[src/rtl/qsq_pkg.sv]
package qsq_pkg;

    typedef enum logic [3:0] {
        ST_IDLE,
        ST_WIN,
        ST_VID,
        ST_IRQ,
        ST_GLK,
        ST_PNL,
        ST_CRT,
        ST_CMP,
        ST_TGEN,
        ST_DRAIN,
        ST_IDLEWAIT
    } qsq_step_e;

    typedef struct packed {
        logic vga_en;
        logic vid_en;
        logic irq_mask;
        logic genlock_en;
        logic ckey_en;
        logic panel_pwr;
        logic dac_pd;
        logic crt_en;
        logic hsync_en;
        logic vsync_en;
        logic dac_blank_en;
        logic cmp_en;
        logic dcmp_en;
        logic tgen_en;
        logic fifo_ld_en;
    } qsq_ctl_t;

    localparam qsq_ctl_t CTL_RUN = '{
        vga_en: 1'b1, vid_en: 1'b1, irq_mask: 1'b0,
        genlock_en: 1'b1, ckey_en: 1'b1,
        panel_pwr: 1'b1, dac_pd: 1'b0,
        crt_en: 1'b1, hsync_en: 1'b1, vsync_en: 1'b1, dac_blank_en: 1'b1,
        cmp_en: 1'b1, dcmp_en: 1'b1,
        tgen_en: 1'b1, fifo_ld_en: 1'b1
    };

    function automatic int drain_cycles(input int clk_mhz, input int us);
        return clk_mhz * us;
    endfunction

    // Action taken when a step fires; the window step is handled separately.
    function automatic qsq_ctl_t apply_step(input qsq_ctl_t c, input qsq_step_e s);
        qsq_ctl_t n;
        n = c;
        case (s)
            ST_VID: begin
                n.vga_en = 1'b0;
                n.vid_en = 1'b0;
            end
            ST_IRQ:  n.irq_mask = 1'b1;
            ST_GLK: begin
                n.genlock_en = 1'b0;
                n.ckey_en    = 1'b0;
            end
            ST_PNL: begin
                n.panel_pwr = 1'b0;
                n.dac_pd    = 1'b1;
            end
            ST_CRT: begin
                n.crt_en       = 1'b0;
                n.hsync_en     = 1'b0;
                n.vsync_en     = 1'b0;
                n.dac_blank_en = 1'b0;
            end
            ST_CMP: begin
                n.cmp_en  = 1'b0;
                n.dcmp_en = 1'b0;
            end
            ST_TGEN:  n.tgen_en    = 1'b0;
            ST_DRAIN: n.fifo_ld_en = 1'b0;
            default: ;
        endcase
        return n;
    endfunction

endpackage

[src/rtl/qsq_drain_timer.sv]
module qsq_drain_timer #(
    parameter int DRAIN_CYC = 100000
) (
    input  logic clk,
    input  logic rst,
    input  logic run,
    output logic last
);
    localparam int CW = $clog2(DRAIN_CYC + 1);
    localparam logic [CW-1:0] LAST_VAL = CW'(DRAIN_CYC - 1);

    logic [CW-1:0] cnt;

    always_ff @(posedge clk) begin
        if (rst || !run) cnt <= '0;
        else if (cnt != LAST_VAL) cnt <= cnt + 1'b1;
    end

    assign last = run && (cnt == LAST_VAL);
endmodule

[src/rtl/qsq_step_fsm.sv]
module qsq_step_fsm
    import qsq_pkg::*;
(
    input  logic      clk,
    input  logic      rst,
    input  logic      start,
    input  logic      drain_last,
    input  logic      eng_idle,
    output qsq_step_e step,
    output logic      fire,
    output logic      done
);
    qsq_step_e nxt;

    always_comb begin
        nxt  = step;
        fire = 1'b0;
        case (step)
            ST_IDLE:     if (start) nxt = ST_WIN;
            ST_WIN:      begin fire = 1'b1; nxt = ST_VID;  end
            ST_VID:      begin fire = 1'b1; nxt = ST_IRQ;  end
            ST_IRQ:      begin fire = 1'b1; nxt = ST_GLK;  end
            ST_GLK:      begin fire = 1'b1; nxt = ST_PNL;  end
            ST_PNL:      begin fire = 1'b1; nxt = ST_CRT;  end
            ST_CRT:      begin fire = 1'b1; nxt = ST_CMP;  end
            ST_CMP:      begin fire = 1'b1; nxt = ST_TGEN; end
            ST_TGEN:     begin fire = 1'b1; nxt = ST_DRAIN; end
            ST_DRAIN:    if (drain_last) begin fire = 1'b1; nxt = ST_IDLEWAIT; end
            ST_IDLEWAIT: if (eng_idle) nxt = ST_IDLE;
            default:     nxt = ST_IDLE;
        endcase
    end

    always_ff @(posedge clk) begin
        if (rst) begin
            step <= ST_IDLE;
            done <= 1'b0;
        end else begin
            step <= nxt;
            done <= (step == ST_IDLEWAIT) && eng_idle;
        end
    end
endmodule

[src/rtl/qsq_ctl_regs.sv]
module qsq_ctl_regs
    import qsq_pkg::*;
#(
    parameter int NUM_WIN = 3
) (
    input  logic               clk,
    input  logic               rst,
    input  logic               fire,
    input  qsq_step_e          step,
    output logic [NUM_WIN-1:0] win_en,
    output qsq_ctl_t           ctl,
    output logic               irq_ack
);
    genvar w;
    generate
        for (w = 0; w < NUM_WIN; w++) begin : g_win
            always_ff @(posedge clk) begin
                if (rst) win_en[w] <= 1'b1;
                else if (fire && step == ST_WIN) win_en[w] <= 1'b0;
            end
        end
    endgenerate

    always_ff @(posedge clk) begin
        if (rst) begin
            ctl     <= CTL_RUN;
            irq_ack <= 1'b0;
        end else begin
            if (fire) ctl <= apply_step(ctl, step);
            irq_ack <= fire && (step == ST_IRQ);
        end
    end
endmodule

[src/rtl/qsq_top.sv]
module qsq_top
    import qsq_pkg::*;
#(
    parameter int NUM_WIN  = 3,
    parameter int CLK_MHZ  = 100,
    parameter int DRAIN_US = 1000
) (
    input  logic               clk,
    input  logic               rst,
    input  logic               start,
    input  logic               eng_busy,
    input  logic               eng_cmd_empty,
    output logic [NUM_WIN-1:0] ovl_win_en,
    output logic               vga_en,
    output logic               vid_en,
    output logic               irq_mask,
    output logic               irq_ack,
    output logic               genlock_en,
    output logic               ckey_en,
    output logic               panel_pwr,
    output logic               dac_pd,
    output logic               crt_en,
    output logic               hsync_en,
    output logic               vsync_en,
    output logic               dac_blank_en,
    output logic               cmp_en,
    output logic               dcmp_en,
    output logic               tgen_en,
    output logic               fifo_ld_en,
    output logic               done
);
    localparam int DRAIN_CYC = drain_cycles(CLK_MHZ, DRAIN_US);

    qsq_step_e step;
    logic      fire;
    logic      drain_last;
    logic      eng_idle;
    qsq_ctl_t  ctl;

    assign eng_idle = !eng_busy && eng_cmd_empty;

    qsq_step_fsm u_fsm (
        .clk        (clk),
        .rst        (rst),
        .start      (start),
        .drain_last (drain_last),
        .eng_idle   (eng_idle),
        .step       (step),
        .fire       (fire),
        .done       (done)
    );

    qsq_drain_timer #(.DRAIN_CYC(DRAIN_CYC)) u_timer (
        .clk  (clk),
        .rst  (rst),
        .run  (step == ST_DRAIN),
        .last (drain_last)
    );

    qsq_ctl_regs #(.NUM_WIN(NUM_WIN)) u_regs (
        .clk     (clk),
        .rst     (rst),
        .fire    (fire),
        .step    (step),
        .win_en  (ovl_win_en),
        .ctl     (ctl),
        .irq_ack (irq_ack)
    );

    assign vga_en       = ctl.vga_en;
    assign vid_en       = ctl.vid_en;
    assign irq_mask     = ctl.irq_mask;
    assign genlock_en   = ctl.genlock_en;
    assign ckey_en      = ctl.ckey_en;
    assign panel_pwr    = ctl.panel_pwr;
    assign dac_pd       = ctl.dac_pd;
    assign crt_en       = ctl.crt_en;
    assign hsync_en     = ctl.hsync_en;
    assign vsync_en     = ctl.vsync_en;
    assign dac_blank_en = ctl.dac_blank_en;
    assign cmp_en       = ctl.cmp_en;
    assign dcmp_en      = ctl.dcmp_en;
    assign tgen_en      = ctl.tgen_en;
    assign fifo_ld_en   = ctl.fifo_ld_en;
endmodule

[config.mk]
export PLATFORM = sky130hd
export DESIGN_NAME = qsq_top
export DESIGN_NICKNAME = d
export VERILOG_FILES = /design/src/rtl/qsq_pkg.sv /design/src/rtl/qsq_drain_timer.sv /design/src/rtl/qsq_step_fsm.sv /design/src/rtl/qsq_ctl_regs.sv /design/src/rtl/qsq_top.sv
export SDC_FILE = /design/constraint.sdc
export NUM_CORES = 1
export LEC_CHECK = 0
export CELL_PAD_IN_SITES_DETAIL_PLACEMENT = 1
export CELL_PAD_IN_SITES_GLOBAL_PLACEMENT = 2
export CORE_UTILIZATION = 32
export CTS_BUF_LIST = sky130_fd_sc_hd__clkbuf_4 sky130_fd_sc_hd__clkbuf_8 sky130_fd_sc_hd__clkbuf_16
export CTS_CLUSTER_DIAMETER = 40
export DETAILED_ROUTE_END_ITERATION = 16
export PLACE_DENSITY = 0.88
export SLEW_MARGIN = 20
export SYNTH_ARGS = -nofsm -noshare
export SYNTH_HDL_FRONTEND = slang
export SYNTH_HIERARCHICAL = 1
export SYNTH_SLANG_ARGS = --single-unit
[constraint.sdc]
create_clock -name clk -period 3.39 [get_ports clk]
set_input_delay 0.8475 -clock clk [delete_from_list [all_inputs] [get_ports clk]]
set_output_delay 0.8475 -clock clk [all_outputs]
set_load 0.01 [all_outputs]
==> impl_metrics.json <==
{
  "fin_skew_ns": 0.007354,
  "crit_end": "u_regs/win_en[2]",
  "antenna_found_initial": 0,
  "clk_latency_ns": 0.29,
  "cts_setup_buffers": 0,
  "period_minus_slack_ns": 2.673,
  "r2r_slack_ns": 0.72,
  "seq_area_frac_synth": 0.4068,
  "synth-seq-cells": 33,
  "tns_ns": 0,
  "slew_headroom": 0.5740,
  "gp_congestion": 0.7585,
  "maxCapViolations": 0,
  "die_y_um": 73.24,
  "critPathLaunch": "u_timer/cnt[13]",
  "avgSynthCellArea_um2": 9.073,
  "layout.nets": 202,
  "io-pin-count": 25,
  "period_share": 0.7886,
  "via_per_inst": 5.129,
  "vias": 1354,
  "final_antenna_net_count": 0,
  "combPwrFrac": 0.175,
  "firstDrtPassIters": 4,
  "grt_pass1_wl_um": 6141,
  "tightest_slew_ns": 0.6382,
  "wirelength_um": 3631,
  "r2r-end": "u_regs/win_en[2]",
  "p_leak_nw": 0.6317,
  "crit_arrival_ns": 2.86,
  "r2r-start": "u_timer/cnt[13]",
  "htreeDepth": 2,
  "dp_hpwl_um": 2493,
  "sequentialPowerShare": 0.448,
  "diodes": 0,
  "critical_path.slowest_cell": "or4b_4",
  "fp.coreArea_mm2": 0.004817,
  "critPathMaxStageDelay_ns": 0.52,
  "die_x_um": 73.24,
  "drc": 0,
  "hold_slack_ns": 0.4834,
  "hold_viol": 0,
  "num_rows": 25,
  "drive_gt1_frac": 0.1117,
  "port_buffers": 24,
  "syn_to_final_growth_pct": 20.42,
  "status": "finished, final reports clean",
  "min_path_cells": 1,
  "grt_pass1_vias": 1262,
  "clkPwrFrac": 0.376,
  "netlist_area_mm2": 0.001624,
  "path_cells": "nor4b_1, and4_1, nand2_1, nor2_1, o21ai_0, a21oi_1, or4b_4, o32a_1",
  "drv_slew": 0,
  "start_util": 0.3371,
  "grt_use_total": 0.1495,
  "end_kind": "flip-flop",
  "wl_per_cell_um": 13.75,
  "cts.sinks": 33,
  "place_inst": 256,
  "fin_util": 0.4060,
  "cts_resized": 0,
  "reg2reg_depth": 8,
  "critPathKind": "reg2reg",
  "clkTransAtPathRegs_ns": 0.08,
  "numCtsBuffers": 5,
  "switchingPower_w": 0.0002821,
  "syn_nets": 185,
  "powerDensity_mw_per_mm2": 514.3,
  "cts_tree": "done",
  "cts-hold-fix-buffers": 0,
  "setup_violations": 0,
  "die_area_mm2": 0.005364,
  "synth_warnings": 6,
  "final_cells": 264,
  "grt_max_degree": 19,
  "rsz0062_at_grt": "no",
  "cp_data_required_time_ns": 3.57,
  "layout_common_cells": "dfxtp_1, clkdlybuf4s50_1, nor2_1",
  "intPower_w": 0.0007236,
  "p_sw_frac": 0.2805,
  "peakVddDrop_v": 0.0002248,
  "worst-path-max-fanout": 6,
  "clockBufferDepth": 2,
  "max_freq_mhz": 374.1,
  "drt_iter0_drc": 74,
  "crit_path_start_kind": "flip-flop",
  "mostFrequentLayoutCell": "dfxtp_1",
  "root_buffer": "clkbuf_8",
  "overflow": 0,
  "yosysUniqueCellTypes": 47,
  "synth_cells": 179,
  "hold_class": "reg2reg"
}
[Yosys cell counts, drive strengths merged]
cell type / n / share of area
dfxtp: 33 / 0.41
nor2: 20 / 0.046
buf: 13 / 0.065
a21oi: 11 / 0.036
xor2: 10 / 0.054
nand4: 9 / 0.035
nand2: 8 / 0.018
nand3: 7 / 0.029
inv: 6 / 0.014
o21ai: 6 / 0.018
and4: 5 / 0.028
nor3: 4 / 0.012
nor3b: 4 / 0.018
or3: 4 / 0.018
a31oi: 3 / 0.012
clkbuf: 3 / 0.010
a41oi: 2 / 0.011
and3b: 2 / 0.012
and4bb: 2 / 0.015
nand2b: 2 / 0.0077
nor2b: 2 / 0.0077
nor4: 2 / 0.0077
nor4b: 2 / 0.011
o211ai: 2 / 0.0092
o31ai: 2 / 0.0092
o32a: 2 / 0.012
a2111oi: 1 / 0.0092
a21boi: 1 / 0.0046
a22o: 1 / 0.0054
and2: 1 / 0.0039
and3: 1 / 0.0039
ha: 1 / 0.0077
nand4b: 1 / 0.0054
nor4bb: 1 / 0.0062
o2bb2ai: 1 / 0.0054
or2: 1 / 0.0039
or2b: 1 / 0.0054
or4b: 1 / 0.0085
xnor2: 1 / 0.0054
[metrics by stage]
| stage | cell area [um2] | power [W] | worst slack (ns) |
|---|---|---|---|
| CTS | 1956 | 0.001019 | 0.7207 |
| floorplan | 1624 | 0.0005805 | 1.053 |
| global route | 1956 | 0.001056 | 0.5016 |
| finish | 1956 | 0.001006 | 0.7166 |
| detailed placement | 1841 | 0.0006338 | 0.7812 |
| global placement | 1841 | 0.0006293 | 0.8624 |
[sequential cells by signal (all words and copies together), names as in the netlist]
signal          cells
u_regs/irq_ack      1
u_regs/ctl          9
u_timer/cnt        17
u_fsm/done          1
u_fsm/step          4
u_regs/win_en       1
[power groups by stage]
| stage | Combinational, W | Clock, W | Sequential (W) |
|---|---|---|---|
| floorplan | 0.000134 | 0 | 0.000446 |
| global placement | 0.000172 | 0 | 0.000458 |
| detailed placement | 0.000175 | 0 | 0.000458 |
| CTS | 0.000178 | 0.000390 | 0.000450 |
| global route | 0.000193 | 0.000407 | 0.000456 |
| finish | 0.000176 | 0.000379 | 0.000451 |
[worst max-delay path: cells and delay by family, from the launching register on]
family           cells  cell delay [ns]
AND/OR/NAND/NOR      5             1.59
AO/OA/AOI/OAI        3             0.62
flip-flops           1             0.36
[worst min path at each step]
stage	from	endpoint	slack, ns
6_report	u_regs/ctl[12]	u_regs/ctl[12]	0.48
5_1_grt	u_regs/ctl[12]	u_regs/ctl[12]	0.51
4_1_cts	u_regs/ctl[12]	u_regs/ctl[12]	0.48
3_5_place_dp	u_regs/ctl[12]	u_regs/ctl[12]	0.47
3_3_place_gp	u_regs/ctl[8]	u_regs/ctl[8]	0.47
2_1_floorplan	u_timer/cnt[16]	u_timer/cnt[16]	0.46
[logic make-up (layout without fill, tap and decap cells)]
group,count (synthesis),count (layout),share of synthesized area
buffers and inverters,22,40,0.08936
xor gates and xnor gates,11,11,0.05932
AOI/OAI and AO/OA,32,32,0.1325
DFF,33,33,0.4068
adders and majority gates,1,1,0.007703
and+or+nand+nor,80,80,0.3043
[cell type report]
| type | instances | area [um2] |
|---|---|---|
| clock buffers | 5 | 68.82 |
| clock inverters | 3 | 46.29 |
| fillers | 590 | 2861 |
| inverters | 6 | 22.52 |
| multi-input cells | 124 | 818.3 |
| flip-flops and latches | 33 | 660.6 |
| well taps | 67 | 83.83 |
| repair buffers | 26 | 255.2 |
[layer usage]
metal  up-vias  global-route usage  routed length [um]
li1        677                   -                   -
met1       645              0.2012                1860
met2        26              0.2284                1573
met3         6             0.03315                 129
met4         0             0.06536                  67
met5         -                   0                   0
No activity file was read; power rests on OpenSTA's default activity.
